==> src/rtl/rdc_pkg.sv <==
package rdc_pkg;
  // strobes from control to datapath
  typedef struct packed {
    logic driveOn;   // run state as it will be after this edge
  } rdc_strobe_t;
endpackage

==> src/rtl/rdc_datapath.sv <==
module rdc_datapath
  import rdc_pkg::*;
#(
  parameter int SYNC_STAGES = 2
) (
  input  logic        clk,
  input  logic        rstN,
  input  logic        fbRaw,
  input  rdc_strobe_t strobe,
  output logic        fbFall,
  output logic        phaseA,
  output logic        phaseB
);
  logic [SYNC_STAGES-1:0] syncQ;
  logic fbLvl, fbPrev;
  logic aNext, bNext;

  assign fbLvl  = syncQ[SYNC_STAGES-1];
  assign fbFall = fbPrev & ~fbLvl;

  // phase B is suppressed whenever phase A is about to be high
  assign aNext = strobe.driveOn & fbLvl;
  assign bNext = strobe.driveOn & ~fbLvl & ~aNext;

  always_ff @(posedge clk) begin
    if (!rstN) begin
      syncQ  <= '0;
      fbPrev <= 1'b0;
      phaseA <= 1'b0;
      phaseB <= 1'b0;
    end else begin
      syncQ  <= {syncQ[SYNC_STAGES-2:0], fbRaw};
      fbPrev <= fbLvl;
      phaseA <= aNext;
      phaseB <= bNext;
    end
  end
endmodule

==> src/rtl/rdc_control.sv <==
module rdc_control
  import rdc_pkg::*;
#(
  parameter int TIMEOUT = 1024
) (
  input  logic        clk,
  input  logic        rstN,
  input  logic        enable,
  input  logic        fbFall,
  output rdc_strobe_t strobe,
  output logic        running
);
  localparam int CW = $clog2(TIMEOUT) + 1;

  logic          runQ, enPrev, armed, expire, runNext;
  logic [CW-1:0] cnt;

  assign expire  = armed & ~enable & (cnt == '0);
  // enable acts as an overriding set; clear at a zero crossing or on expiry
  assign runNext = enable | (runQ & ~fbFall & ~expire);

  assign strobe.driveOn = runNext;
  assign running        = runQ;

  always_ff @(posedge clk) begin
    if (!rstN) begin
      runQ   <= 1'b0;
      enPrev <= 1'b0;
      armed  <= 1'b0;
      cnt    <= '0;
    end else begin
      runQ   <= runNext;
      enPrev <= enable;
      if (enable) begin
        armed <= 1'b0;
      end else if (enPrev) begin
        armed <= runNext;
        cnt   <= CW'(TIMEOUT - 1);
      end else if (armed) begin
        if (!runNext) armed <= 1'b0;
        else          cnt   <= cnt - 1'b1;
      end
    end
  end
endmodule

==> src/rtl/resonant_drive.sv <==
module resonant_drive
  import rdc_pkg::*;
#(
  parameter int TIMEOUT     = 1024,
  parameter int SYNC_STAGES = 2
) (
  input  logic clk,
  input  logic rstN,
  input  logic enable,
  input  logic fbRaw,
  output logic phaseA,
  output logic phaseB,
  output logic running
);
  rdc_strobe_t strobe;
  logic        fbFall;

  rdc_control #(.TIMEOUT(TIMEOUT)) u_ctrl (
    .clk(clk), .rstN(rstN), .enable(enable), .fbFall(fbFall),
    .strobe(strobe), .running(running)
  );

  rdc_datapath #(.SYNC_STAGES(SYNC_STAGES)) u_dp (
    .clk(clk), .rstN(rstN), .fbRaw(fbRaw), .strobe(strobe),
    .fbFall(fbFall), .phaseA(phaseA), .phaseB(phaseB)
  );
endmodule

==> config.mk <==
export PLATFORM = sky130hd
export DESIGN_NAME = resonant_drive
export DESIGN_NICKNAME = d
export VERILOG_FILES = /design/src/rtl/rdc_pkg.sv /design/src/rtl/rdc_datapath.sv /design/src/rtl/rdc_control.sv /design/src/rtl/resonant_drive.sv
export SDC_FILE = /design/constraint.sdc
export NUM_CORES = 1
export LEC_CHECK = 0
export BUFFER_PORTS_ARGS = -buffer_cell sky130_fd_sc_hd__buf_4
export CAP_MARGIN = 10
export CORE_MARGIN = 2
export CORE_UTILIZATION = 38
export DETAILED_ROUTE_END_ITERATION = 16
export PLACE_DENSITY = 0.61
export SYNTH_ARGS = -nofsm -noshare
export SYNTH_HDL_FRONTEND = slang
export SYNTH_SLANG_ARGS = --single-unit
==> constraint.sdc <==
create_clock -name clk -period 2.2 [get_ports clk]
set_input_delay 0 -clock clk [delete_from_list [all_inputs] [get_ports clk]]
set_output_delay 0 -clock clk [all_outputs]
set_load 0.05 [all_outputs]
== After elaboration in Yosys (flattened, before gate mapping) ==
Index checks and enable logic that the tools add are counted.

* Bits in registers: 19
* Bits in latches: 0
* Bits in writable memories: 0
* ROM bits: 0
* Input port bits: 4
* Output and inout bits: 3
* Word-level logic and storage cells: 35
* Memories kept: 0

* $add $sub $neg: 1
* $mul: 0
* Div/mod/pow operators: 0
* Order comparisons: 0
* Eq/ne operators: 0
* Shift operators: 0
* Multiplexer cells: 6
* Bitwise gates (word level): 15
* Reduce and logical (&&, ||, !) cells: 5

{| class="wikitable"
|+ Operators by type and width
! operator !! count
|-
| two-way mux 11 bit || 3
|-
| zero test 11 bit || 1
|-
| subtractor 11 x 1 -> 11 bit (second input constant) || 1
|-
| bitwise AND 1 bit || 8
|-
| NOT 1 bit || 6
|-
| nonzero test 2 bit || 2
|-
| two-way mux 1 bit || 3
|-
| AND reduction 3 bit || 1
|-
| OR reduction 2 bit || 1
|-
| bitwise OR 1 bit || 1
|}

== Depth between registers and ports, before layout ==
* Depth in word-level cells: 9
* Depth in mapped cells: 7
* Gate-level depth less buffers: 6

== Cells and area by module ==
From an unflattened synthesis, not the netlist that was laid out.

* Cells, all modules: 101
* Area, all modules: 996.0 um2

{| class="wikitable"
|+ Modules (own cells, without submodules)
! module !! instances !! cells an instance !! area each (um2) !! sequential area each (um2)
|-
| rdc_control || 1 || 90 || 854.6 || 280.3
|-
| rdc_datapath || 1 || 11 || 141.4 || 100.1
|}

== Worst setup path before layout ==
No wires, ideal clock.

* Kind: reg2reg
* Start: reg u_ctrl.cnt[1]
* End: reg u_ctrl.cnt[3]
* Setup time: 119 ps
* Data arrival time: 1,603 ps
* Required time: 2,081 ps
* Path slack: 478 ps
* Cell stages (with the launch flop): 8
* Cell sequence: dfxtp_1 -> inv_1 -> ha_1 -> nor4b_1 -> and4_4 -> buf_8 -> a2111oi_2 -> o221a_1

* Word-level cells in the longest chain between the ends: 7
* Elaborated cells on any way between the ends: 11

{| class="wikitable"
|+ RTL lines
! item !! RTL line !! source
|-
| from (decl) || rdc_control.sv:16 || <nowiki>logic [CW-1:0] cnt;</nowiki>
|-
| from (signal assigned) || rdc_control.sv:38 || <nowiki>cnt <= CW'(TIMEOUT - 1);</nowiki>
|-
| from (signal assigned) || rdc_control.sv:41 || <nowiki>else cnt <= cnt - 1'b1;</nowiki>
|-
| branches (longest 7 deep; another with subtractor 11 x 1 -> 11 bit) || n/a ||
|}

Several ways; the timed one is not identified. The select of a mux whose other input is x is not followed.
A chain may end at the register's enable or synchronous reset.

== Worst setup path after layout ==
* Start: reg u_ctrl.cnt[0]
* End: reg u_ctrl.cnt[9]

Same word-level chain as after synthesis.

==> out/metrics.json <==
{
  "post-layout-total-power_uw": 732,
  "grt_pass1_vias": 837,
  "number_of_enable_type_register_cells_in_the_synthesized_netlist": 0,
  "period_share": 0.898,
  "synth_area_per_cell_um2": 9.50,
  "synth.cell_area_um2": 1040,
  "avgRoutedWirePerCell_um": 16.3,
  "syn_to_final_growth_pct": 9.10,
  "synth_fp_nets": 116,
  "tritoncts": "built",
  "fin_setup_tns_ns": 0,
  "peakVddDrop_v": 0.000439,
  "clock-sinks": 19,
  "synth-seq-area-share": 0.364,
  "total_of_max_cap_violations": 0,
  "hold_viol": 0,
  "portBuffers": 6,
  "yosys_warnings": 0,
  "clock_tree.buffer_depth": 2,
  "drtAntennaViolNets": 0,
  "setup_repair_after_global_routing_missed_its_margin": "no",
  "post_cts_hold_buffer_count": 1,
  "power_per_cell_area_nw_per_um2": 642,
  "power.switching_uw": 236,
  "worst_skew_pair_latency_ns": 0.30,
  "p_leak_nw": 0.371,
  "vias": 880,
  "detail_route.drc_violations": 0,
  "final-max-slew-violation-count": 0,
  "cts.root.buffer_cell": "sky130_fd_sc_hd__clkbuf_4",
  "first_pass_iters": 5,
  "boundaryPins": 7,
  "clock-skew-final_ns": 0.00463,
  "ys_types": 38,
  "pwr-share-clk": 0.257,
  "synthFlopType": "sky130_fd_sc_hd__dfxtp_1",
  "final_net_count": 123,
  "placementRows": 19,
  "routability_congestion": 0.789,
  "hold_slack_ns": 0.00887,
  "crit_path_category": "register to register",
  "tightest_slew_ns": 0.523,
  "area_of_the_die_um2": 3180,
  "grt_overflow_total": 0,
  "largest_net_degree_at_the_start_of_global_routing": 16,
  "post_cts_buffers": 0,
  "hpwl_mm": 1.69,
  "sw_frac_of_total": 0.323,
  "async_reset_ff_frac": 0,
  "min_path_type": "input pin to register",
  "required_ns": 2.41,
  "seq_power_share": 0.525,
  "critPathArrivalTime_ns": 2.19,
  "max_slew_margin": 0.649,
  "core-area_um2": 2690,
  "grt_antenna_before_repair": 0,
  "start_util": 0.389,
  "yosys_register_bits": 19,
  "cts_clk_pin_slew_worst_paths_ns": 0.12,
  "die_h_um": 56.4,
  "setup_viol": 0,
  "period_needed_ns": 1.98,
  "result_of_the_run": "finished clean",
  "detail_route.wirelength_mm": 2.40,
  "end_kind": "register",
  "drive_above_1_share": 0.198,
  "max_clk_rate_ghz": 0.506,
  "htree_num_levels": 1,
  "netlist_instances": 110,
  "cts_repair_resize_count": 0,
  "antennaDiodeCount": 0,
  "fraction_of_power_consumed_by_combinational_cells": 0.218,
  "grt_pass1_wl_mm": 4.01,
  "postLayoutSetupSlackWorst_ns": 0.225,
  "worstSetupStartpointType": "register",
  "routed_via_density": 5.99,
  "dr.first_iter.drc_count": 21,
  "worst-path-max-fanout": 12,
  "internal_dissipation_uw": 495,
  "cts-buffers-inserted": 3,
  "post-place-ws_ns": 0.268,
  "grt_usage": 0.164,
  "die_extent_in_x_um": 56.4
}
## synthesized netlist by cell type (all sizes together) (2+ instances only)
cell type,count,area (um^2)
a21oi,6,30.0
clkbuf,2,7.51
and2,3,18.8
inv,6,22.5
a2111oi,9,113
nor3,4,20.0
buf,4,28.8
o221a,7,78.8
dfxtp,19,380
nor2,9,33.8
a31oi,4,40.0
nand2b,2,12.5
nor4,3,33.8
nand4,6,37.5
nand3,6,30.0
ha,2,25.0
nand2,4,15.0
## worst max-delay path, cell delays in order, from the launching register on
cell	delay, ns
sky130_fd_sc_hd__dfxtp_1	0.35
sky130_fd_sc_hd__inv_1	0.10
sky130_fd_sc_hd__ha_1	0.15
sky130_fd_sc_hd__nor4b_1	0.41
sky130_fd_sc_hd__and4_4	0.43
sky130_fd_sc_hd__a2111oi_0	0.14
sky130_fd_sc_hd__o221a_2	0.30
## final timing paths
| path | start | slack [ns] | cells past startpoint | endpoint |
|---|---|---|---|---|
| min reg2reg | u_dp.syncQ[1]$_SDFF_PN0_ | 0.45 | 1 | u_dp.phaseB$_SDFF_PN0_ |
| min | rstN | 0.009 | 2 | u_ctrl.cnt[3]$_SDFFE_PN0P_ |
| max | u_ctrl.cnt[0]$_SDFFE_PN0P_ | 0.22 | 6 | u_ctrl.cnt[9]$_SDFFE_PN0P_ |
| max reg2reg | u_ctrl.cnt[0]$_SDFFE_PN0P_ | 0.22 | 6 | u_ctrl.cnt[9]$_SDFFE_PN0P_ |
## per-stage QoR
stage | utilization | instance area [um^2] | std cells
2_1_floorplan | - | 1040 | 110
3_3_place_gp | 0.409 | 1100 | 142
3_5_place_dp | 0.409 | 1100 | 142
4_1_cts | 0.424 | 1140 | 147
5_1_grt | 0.424 | 1140 | 147
6_report | 0.424 | 1140 | 147
## layout make-up
class,count,area [um^2]
Multi-Input combinational cell,79,606
Fill cell,275,1550
Clock inverter,1,7.51
Sequential cell,19,380
Timing Repair Buffer,8,62.6
Clock buffer,3,22.5
Tap cell,31,38.8
Inverter,6,22.5
## registers in the layout (all words and copies together) (netlist names)
name / cells
u_dp.phaseA: 1
u_ctrl.running: 1
u_ctrl.armed: 1
u_ctrl.cnt: 11
u_ctrl.enPrev: 1
u_dp.fbPrev: 1
u_dp.phaseB: 1
u_dp.syncQ: 2
## cells in the final DEF, fill, tap and decap left out, types with 3 or more instances in the layout
| cell | n |
|---|---|
| sky130_fd_sc_hd__a31oi_1 | 3 |
| sky130_fd_sc_hd__buf_4 | 7 |
| sky130_fd_sc_hd__nand4_1 | 6 |
| sky130_fd_sc_hd__a21oi_1 | 6 |
| sky130_fd_sc_hd__dfxtp_1 | 19 |
| sky130_fd_sc_hd__nand3_1 | 6 |
| sky130_fd_sc_hd__clkbuf_4 | 3 |
| sky130_fd_sc_hd__inv_1 | 6 |
| sky130_fd_sc_hd__nand2_1 | 4 |
| sky130_fd_sc_hd__nor2_1 | 9 |
| sky130_fd_sc_hd__and2_1 | 3 |
| sky130_fd_sc_hd__a2111oi_2 | 5 |
| sky130_fd_sc_hd__nor3_1 | 4 |
| sky130_fd_sc_hd__o221a_1 | 5 |
## layer usage
layer	share of wire	track usage	wire (um)
met1	0.48	0.210	1150
met2	0.47	0.262	1140
met3	0.043	0.0507	103
met5	0	0	0
met4	0.0062	0.0476	15
## kinds of logic after synthesis
family / Yosys count / share of synthesized area
multiplexers: 1 / 0.00958
AO/OA/AOI/OAI: 34 / 0.315
AND/OR/NAND/NOR: 42 / 0.231
buffers and inverters: 12 / 0.0563
adder cells (fa/ha/maj): 2 / 0.0239
flip-flops: 19 / 0.364
## power groups by stage
stage | registers (mW) | logic (mW) | clock network, mW
3_3_place_gp | 0.391 | 0.154 | 0
5_1_grt | 0.387 | 0.176 | 0.204
2_1_floorplan | 0.398 | 0.113 | 0
4_1_cts | 0.384 | 0.159 | 0.198
3_5_place_dp | 0.392 | 0.158 | 0
6_report | 0.384 | 0.160 | 0.188
(Power assumes the default switching activity.)
